==> config.mk <==
export PLATFORM = sky130hd
export DESIGN_NAME = irq_ack_unit
export DESIGN_NICKNAME = d
export VERILOG_FILES = /design/src/rtl/irq_ack_pkg.sv /design/src/rtl/irq_req_gate.sv /design/src/rtl/irq_prio_sel.sv /design/src/rtl/irq_clr_ctrl.sv /design/src/rtl/irq_vec_gen.sv /design/src/rtl/irq_ack_unit.sv
export SDC_FILE = /design/constraint.sdc
export NUM_CORES = 1
export LEC_CHECK = 0
export ABC_AREA = 1
export BUFFER_PORTS_ARGS = -buffer_cell sky130_fd_sc_hd__buf_2
export CAP_MARGIN = 25
export CORE_MARGIN = 3
export CORE_UTILIZATION = 35
export DETAILED_ROUTE_END_ITERATION = 10
export PLACE_DENSITY = 0.69
export SLEW_MARGIN = 5
export SYNTH_ARGS = -nofsm -noshare
export SYNTH_HDL_FRONTEND = slang
export SYNTH_SLANG_ARGS = --single-unit
==> constraint.sdc <==
create_clock -name clk -period 3.4 [get_ports clk]
set_input_delay 0.34 -clock clk [delete_from_list [all_inputs] [get_ports clk]]
set_output_delay 0.34 -clock clk [all_outputs]
set_load 0.01 [all_outputs]
==> src/rtl/irq_ack_pkg.sv <==
package irq_ack_pkg;
  localparam int NSRC  = 6;
  localparam int IDX_W = $clog2(NSRC);
  localparam int NCLR  = 4;

  typedef enum logic [IDX_W-1:0] {
    SRC_EXT0 = 3'd0,
    SRC_TMR0 = 3'd1,
    SRC_EXT1 = 3'd2,
    SRC_TMR1 = 3'd3,
    SRC_SER  = 3'd4,
    SRC_TMR2 = 3'd5
  } src_e;
endpackage

==> src/rtl/irq_req_gate.sv <==
module irq_req_gate #(
  parameter int N = 6
) (
  input  logic [N-1:0] raw_req,
  input  logic [N-1:0] src_en,
  input  logic         glb_en,
  output logic [N-1:0] pend
);
  for (genvar i = 0; i < N; i++) begin : g_gate
    assign pend[i] = raw_req[i] & src_en[i] & glb_en;
  end
endmodule

==> src/rtl/irq_prio_sel.sv <==
module irq_prio_sel #(
  parameter int N     = 6,
  parameter int IDX_W = $clog2(N)
) (
  input  logic [N-1:0]     req,
  output logic [N-1:0]     grant,
  output logic [IDX_W-1:0] idx,
  output logic             any
);
  logic [N:0] lower_busy;
  assign lower_busy[0] = 1'b0;

  for (genvar i = 0; i < N; i++) begin : g_chain
    assign grant[i]        = req[i] & ~lower_busy[i];
    assign lower_busy[i+1] = lower_busy[i] | req[i];
  end

  assign any = lower_busy[N];

  always_comb begin
    idx = '0;
    for (int k = 0; k < N; k++) begin
      if (grant[k]) idx = IDX_W'(k);
    end
  end
endmodule

==> src/rtl/irq_clr_ctrl.sv <==
module irq_clr_ctrl
  import irq_ack_pkg::*;
(
  input  logic            take,
  input  logic [NSRC-1:0] grant,
  input  logic [1:0]      edge_mode,
  output logic [NCLR-1:0] clr
);
  always_comb begin
    clr    = '0;
    clr[0] = take & grant[SRC_EXT0] & edge_mode[0];
    clr[1] = take & grant[SRC_TMR0];
    clr[2] = take & grant[SRC_EXT1] & edge_mode[1];
    clr[3] = take & grant[SRC_TMR1];
  end
endmodule

==> src/rtl/irq_vec_gen.sv <==
module irq_vec_gen #(
  parameter int ADDR_W = 16,
  parameter int IDX_W  = 3,
  parameter int BASE   = 3,
  parameter int STRIDE = 8
) (
  input  logic [IDX_W-1:0]  idx,
  output logic [ADDR_W-1:0] addr
);
  localparam logic [ADDR_W-1:0] BASE_V   = ADDR_W'(BASE);
  localparam logic [ADDR_W-1:0] STRIDE_V = ADDR_W'(STRIDE);

  assign addr = BASE_V + ADDR_W'(idx) * STRIDE_V;
endmodule

==> src/rtl/irq_ack_unit.sv <==
module irq_ack_unit
  import irq_ack_pkg::*;
#(
  parameter int ADDR_W     = 16,
  parameter int VEC_BASE   = 3,
  parameter int VEC_STRIDE = 8
) (
  input  logic              clk,
  input  logic              rst,
  input  logic              ext0_flag,
  input  logic              tmr0_ovf,
  input  logic              ext1_flag,
  input  logic              tmr1_ovf,
  input  logic              ser_rx_flag,
  input  logic              ser_tx_flag,
  input  logic              tmr2_ovf,
  input  logic              tmr2_cap_flag,
  input  logic              glb_en,
  input  logic [NSRC-1:0]   src_en,
  input  logic [1:0]        ext_edge_mode,
  input  logic              insn_done,
  input  logic              reti_stb,
  input  logic              ret_stb,
  output logic [ADDR_W-1:0] vec_addr,
  output logic              push_pc,
  output logic              irq_active,
  output logic [NCLR-1:0]   flag_clr
);
  logic [NSRC-1:0]   raw_req;
  logic [NSRC-1:0]   pend;
  logic [NSRC-1:0]   grant;
  logic [IDX_W-1:0]  win_idx;
  logic              any_pend;
  logic              take;
  logic [NCLR-1:0]   clr_nxt;
  logic [ADDR_W-1:0] vec_nxt;

  always_comb begin
    raw_req           = '0;
    raw_req[SRC_EXT0] = ext0_flag;
    raw_req[SRC_TMR0] = tmr0_ovf;
    raw_req[SRC_EXT1] = ext1_flag;
    raw_req[SRC_TMR1] = tmr1_ovf;
    raw_req[SRC_SER]  = ser_rx_flag | ser_tx_flag;
    raw_req[SRC_TMR2] = tmr2_ovf | tmr2_cap_flag;
  end

  irq_req_gate #(.N(NSRC)) u_gate (
    .raw_req (raw_req),
    .src_en  (src_en),
    .glb_en  (glb_en),
    .pend    (pend)
  );

  irq_prio_sel #(.N(NSRC), .IDX_W(IDX_W)) u_sel (
    .req   (pend),
    .grant (grant),
    .idx   (win_idx),
    .any   (any_pend)
  );

  // Acknowledge only at an instruction boundary, out of service, no RETI pending.
  assign take = insn_done & ~irq_active & ~reti_stb & any_pend;

  irq_clr_ctrl u_clr (
    .take      (take),
    .grant     (grant),
    .edge_mode (ext_edge_mode),
    .clr       (clr_nxt)
  );

  irq_vec_gen #(
    .ADDR_W (ADDR_W),
    .IDX_W  (IDX_W),
    .BASE   (VEC_BASE),
    .STRIDE (VEC_STRIDE)
  ) u_vec (
    .idx  (win_idx),
    .addr (vec_nxt)
  );

  always_ff @(posedge clk) begin
    if (rst) begin
      vec_addr   <= '0;
      push_pc    <= 1'b0;
      irq_active <= 1'b0;
      flag_clr   <= '0;
    end else begin
      push_pc  <= take;
      flag_clr <= clr_nxt;
      if (take) vec_addr <= vec_nxt;
      if (reti_stb)  irq_active <= 1'b0;
      else if (take) irq_active <= 1'b1;
    end
  end
endmodule

==> flow_summary.yaml, run 1 <==
synthesis:
  synth.cell_area_um2: 567
  netlist_instances: 79
  synth-seq-cells: 10
  yosysTopAreaCellShare: 0.353
  yosys_warnings: 0
  synth_cell_types: 17
  synth_area_per_cell_um2: 7.17
  synthTopCellsByArea: "dfxtp_1, buf_4, nor2_1"
  synth_top_area_cell: "dfxtp_1"
  yosysSeqAreaShare: 0.353
finish:
  final_cell_mix: "buf_2, nor2_1, nand2_1, conb_1"
  drive_gt1_frac: 0.366
  syn2layout_area_growth_pct: 27.8
  num_antenna_cells: 0
  final_common_cell: "buf_2"
  nets: 135
timing:
  fin_setup_tns_ns: 0
  relSlewSlack: 0.640
  setup_viol: 0
  hold-worst-slack_ns: 0.299
  clock_skew_ns: 0.00234
  finalHoldViolCount: 0
  drv_slew: 0
  tightest_slew_ns: 0.538
  rsz0062_at_grt: "no"
  fin_crit_ns: 1.29
  setup_ws_ns: 2.11
  fin_crit_sh: 0.380
  fmax_ghz: 0.775
setup_path:
  crit_path_end: "vec_addr[5]"
  crit_required_ns: 3.56
  reg2reg_from: "irq_active"
  r2r_setup_slack_ns: 2.11
  worst-path-max-fanout: 5
  ff2ff_path_depth: 6
  setup.worst_path.start: "irq_active"
  worst_ep_arrival_time_ns: 1.45
  end_kind: "register"
  start_kind: "register"
  crit_type: "reg2reg"
  r2r-end: "vec_addr[5]"
clock_tree:
  clk_latency_ns: 0.26
  cts_made_buffers: 3
  cts_root_buf: "clkbuf_4"
  clockBufferDepth: 2
  cts_tree: "built"
  h-tree-depth: 1
  cts_setup_buffers: 0
  cts_sinks: 10
  cts-resized-gates: 0
  cts_hold_buf: 0
  clk_pin_slew_worst_paths_ns: 0.06
run:
  drv_cap: 0
floorplan:
  initial_core_util: 0.401
  core_mm2: 0.00142
  die-area_mm2: 0.00214
  std_cell_rows: 13
  pin_count: 44
  dieWidth_um: 46.2
  fp.dieH_um: 46.2
power:
  clkPwrFrac: 0.367
  pwr-share-comb: 0.196
  switchingPower_uw: 74.3
  p_total_uw: 283
  power.internal_uw: 209
  power_density_mw_per_mm2: 391
  seqPwrFrac: 0.437
  ir_worst_vdd_mv: 0.184
  switching_share: 0.262
  leakage_uw: 0.000426
placement:
  place.port_buffers: 31
  globalplace.congestion: 0.704
  post-place-ws_ns: 2.06
  dp_hpwl_um: 948
detailed_routing:
  wl_um: 1100
  drt_first_pass_iters: 2
  vias_per_cell: 4.22
  routedWlPerCell_um: 8.62
  via_count: 536
  drtIter0Drc: 3
  drc_errors: 0
  ant_nets: 0
grt:
  overflow: 0
  grt_usage: 0.105
  antenna_found_initial: 0
  grt_max_degree: 8
  grt_pass1_vias: 412
  grt_pass1_wl_um: 1540
outcome:
  outcome: "completed"
min_path:
  hold_class: "in2reg"
==> cells in the mapped netlist <==
| master | n |
|---|---|
| a21oi_1 | 3 |
| a31oi_1 | 1 |
| buf_4 | 12 |
| conb_1 | 1 |
| dfxtp_1 | 10 |
| inv_1 | 10 |
| inv_2 | 1 |
| nand2_1 | 11 |
| nand2_4 | 1 |
| nand3_1 | 7 |
| nand3_4 | 2 |
| nand4_1 | 1 |
| nor2_1 | 13 |
| nor2_2 | 1 |
| nor3_1 | 2 |
| o21ai_0 | 2 |
| or2_2 | 1 |
==> final cells by class <==
cell class | instances | area [µm²]
Fill cell | 147 | 691
Multi-Input combinational cell | 56 | 273
Tap cell | 15 | 18.8
Sequential cell | 10 | 200
Timing Repair Buffer | 31 | 155
Inverter | 11 | 41.3
Clock buffer | 4 | 36.3
==> sequential cells by signal, summed over array words and instances, names as in the netlist <==
name and count:
irq_active 1, push_pc 1, vec_addr 4, flag_clr 4
==> how the worst min path moves through the flow <==
stage                     start          end  slack, ns  cells past startpoint
5_1_grt        ext_edge_mode[0]  flag_clr[0]       0.29                      3
3_3_place_gp        vec_addr[5]  vec_addr[5]       0.43                      2
4_1_cts        ext_edge_mode[0]  flag_clr[0]       0.29                      3
6_report       ext_edge_mode[0]  flag_clr[0]       0.30                      3
3_5_place_dp        vec_addr[5]  vec_addr[5]       0.44                      2
2_1_floorplan  ext_edge_mode[0]  flag_clr[0]       0.46                      2
==> logic make-up after synthesis <==
family                 Yosys count  share of synthesized area
AOI/OAI and AO/OA                6                     0.0552
buffers and inverters           23                      0.232
other                            1                    0.00662
DFF                             10                      0.353
and+or+nand+nor                 39                      0.353
==> stage by stage <==
step           cells   util  area, µm²
2_1_floorplan     89      -        604
3_3_place_gp     123  0.486        688
3_5_place_dp     123  0.486        688
4_1_cts          127  0.512        724
5_1_grt          127  0.512        724
6_report         127  0.512        724
==> worst max-delay path: stages, from the launching register on <==
cell,delay [ns]
dfxtp_1,0.31
inv_1,0.06
nand2_1,0.05
nor2_1,0.41
o21ai_0,0.21
nand2_1,0.10
a21oi_1,0.04
==> power by group through the flow <==
stage | Sequential (µW) | Combinational [µW] | Clock, µW
6_report | 124 | 55.6 | 104
5_1_grt | 124 | 62.2 | 115
4_1_cts | 124 | 56.0 | 109
3_5_place_dp | 127 | 55.8 | 0
3_3_place_gp | 126 | 55.2 | 0
2_1_floorplan | 129 | 42.9 | 0
==> routing by layer <==
layer,GRT usage,up-vias,wire length (µm)
met5,0,-,0
met4,0.0511,0,24
met3,0.0625,4,115
met2,0.168,22,554
met1,0.107,221,400
li1,-,289,-
No activity file was read; power rests on OpenSTA's default activity.
==> run 2: changes to the inputs <==
CORE_UTILIZATION = 34   (was 35)
PLACE_DENSITY = 0.7   (was 0.69)
clock period = 1.11 ns   (was 3.4 ns; I/O delays follow)
==> run 2 against run 1 <==
- non-clock buffer count increased by 1
- worst setup slack worse by 2.0 ns
- sequential power grew to 3.1 times the previous value
- first-iteration DRC count grew 130%
- total power grew to 2.8 times the previous value
- global-route usage is 0.84 points lower
- die area increased by 2.6%
- hold slack got worse by 0.21 ns
- cell count up 0.79%
- maximum frequency rose by 26%
- critical path depth unchanged
- critical endpoint is now vec_addr[4]
- largest cell class unchanged
==> flow_summary.yaml, run 2 (synthesis results as in run 1) <==
min_path:
  hold_start: "ext_edge_mode[0]"
  hold_depth: 3
  hold_class: "in2reg"
  min_to: "flag_clr[0]"
grt:
  grt_pass1_wl_um: 1480
  overflow: 0
  antenna_found_initial: 0
  grt_usage: 0.0962
  grt_max_degree: 8
  grt_pass1_vias: 380
clock_tree:
  cts_root_buf: "clkbuf_4"
  cts_hold_buf: 0
  cts_tree: "built"
  clockBufferDepth: 2
  h-tree-depth: 1
  clk_pin_slew_worst_paths_ns: 0.06
  clk_latency_ns: 0.26
  cts_made_buffers: 3
  cts_sinks: 10
setup_path:
  crit_type: "reg2reg"
  r2r-end: "vec_addr[4]"
  reg2reg_from: "irq_active"
  slowest_stage: "dfxtp_1"
  ff2ff_path_depth: 6
  worst-path-max-fanout: 5
  path_buf_inv: 2
  start_kind: "register"
  r2r_setup_slack_ns: 0.08
  worst_ep_arrival_time_ns: 1.23
  cp_slowest_stage_delay_ns: 0.31
  crit_required_ns: 1.31
  crit_chain: "inv_1 > nand2_1 > nor2_4 > buf_4 > a21oi_1 > nor2_1"
  crit_family: "simple AND/OR/NAND/NOR gates"
  end_kind: "register"
floorplan:
  fp.dieH_um: 46.8
  core_mm2: 0.00154
  pin_count: 44
  dieWidth_um: 46.8
  die-area_mm2: 0.00219
  initial_core_util: 0.368
  std_cell_rows: 14
finish:
  num_antenna_cells: 0
  nFillCells: 164
  final_cell_mix: "buf_2, nor2_1, nand2_1, conb_1"
  nets: 136
  drive_gt1_frac: 0.384
  top_regs: "flag_clr x4, vec_addr x4"
  final_common_cell: "buf_2"
  syn2layout_area_growth_pct: 29.1
detailed_routing:
  via_count: 550
  wl_um: 1090
  drc_errors: 0
  drt_first_pass_iters: 5
  ant_nets: 0
  routedWlPerCell_um: 8.49
  drtIter0Drc: 7
  vias_per_cell: 4.30
outcome:
  outcome: "completed"
timing:
  fmax_ghz: 0.975
  hold-worst-slack_ns: 0.0866
  fin_crit_sh: 0.924
  fin_crit_ns: 1.03
  fin_setup_tns_ns: 0
  setup_viol: 0
  finalHoldViolCount: 0
  drv_slew: 0
  clock_skew_ns: 0.000334
  rsz0062_at_grt: "no"
power:
  ir_worst_vdd_mv: 0.376
  power_density_mw_per_mm2: 1090
  leakage_uw: 0.000425
  p_total_uw: 800
placement:
  dp_hpwl_um: 898
  globalplace.congestion: 0.708
  place.port_buffers: 31
run:
  drv_cap: 0
## run 2: cell types whose count changed in the layout (fill, tap and decap cells not counted)
cell      change
buf_4         +1
clkbuf_8      -1
nor2_1        -1
nor2_4        +1
nor3_1        -1
nor3_2        +1
## run 2: cell type report
cell class | count | area [µm²] | area share
repair buffers | 32 | 163 | 0.222
clock buffers | 3 | 22.5 | 0.0308
inverters | 11 | 41.3 | 0.0564
multi-input cells | 56 | 285 | 0.390
well taps | 16 | 20.0 | 0.0274
flip-flops and latches | 10 | 200 | 0.274
## run 2: report_power, final
group / switching, µW / internal [µW] / leakage [µW]
Clock: 117 / 125 / 0.0000138
Combinational: 107 / 72.2 / 0.000330
Sequential: 5.84 / 373 / 0.0000813
## run 2: worst max path at each step
stage               startpoint           to  slack [ns]  cells past startpoint
floorplan           irq_active  vec_addr[5]        0.09                      6
global placement        glb_en  vec_addr[3]        0.03                      9
detailed placement      glb_en  vec_addr[3]        0.01                      9
CTS                 irq_active  vec_addr[5]        0.01                      6
global route        irq_active  vec_addr[5]        0.01                      6
finish              irq_active  vec_addr[4]        0.08                      6
## run 2: worst reg2reg max path, delay by kind of cell, from the launching register on
| kind | cells | cell delay [ns] |
|---|---|---|
| AOI/OAI and AO/OA | 1 | 0.05 |
| DFF | 1 | 0.31 |
| and+or+nand+nor | 3 | 0.39 |
| buffers and inverters | 2 | 0.22 |
## run 2: routing by layer
metal / routed length (µm) / vias up / track usage / share of wire
li1: - / 291 / - / -
met1: 454 / 215 / 0.126 / 0.42
met2: 431 / 41 / 0.127 / 0.40
met3: 175 / 3 / 0.0268 / 0.16
met4: 25 / 0 / 0.0829 / 0.023
met5: 0 / - / 0 / 0
## run 2: what timing repair did
action / 4_1_cts / 5_1_grt
endpoints found under the setup margin: 0 / 5
setup buffers: 0 / 1
gates resized for setup: 0 / 2
## run 2: through the flow
stage                     setup WS, ns  instances  cell area (µm²)  utilization
final                           0.0848        128              732        0.475
after global routing            0.0127        128              732        0.475
after CTS                       0.0147        127              714        0.463
after detailed placement        0.0138        124              692        0.449
after global placement          0.0323        124              692        0.449
after floorplan                 0.0909         89              607            -
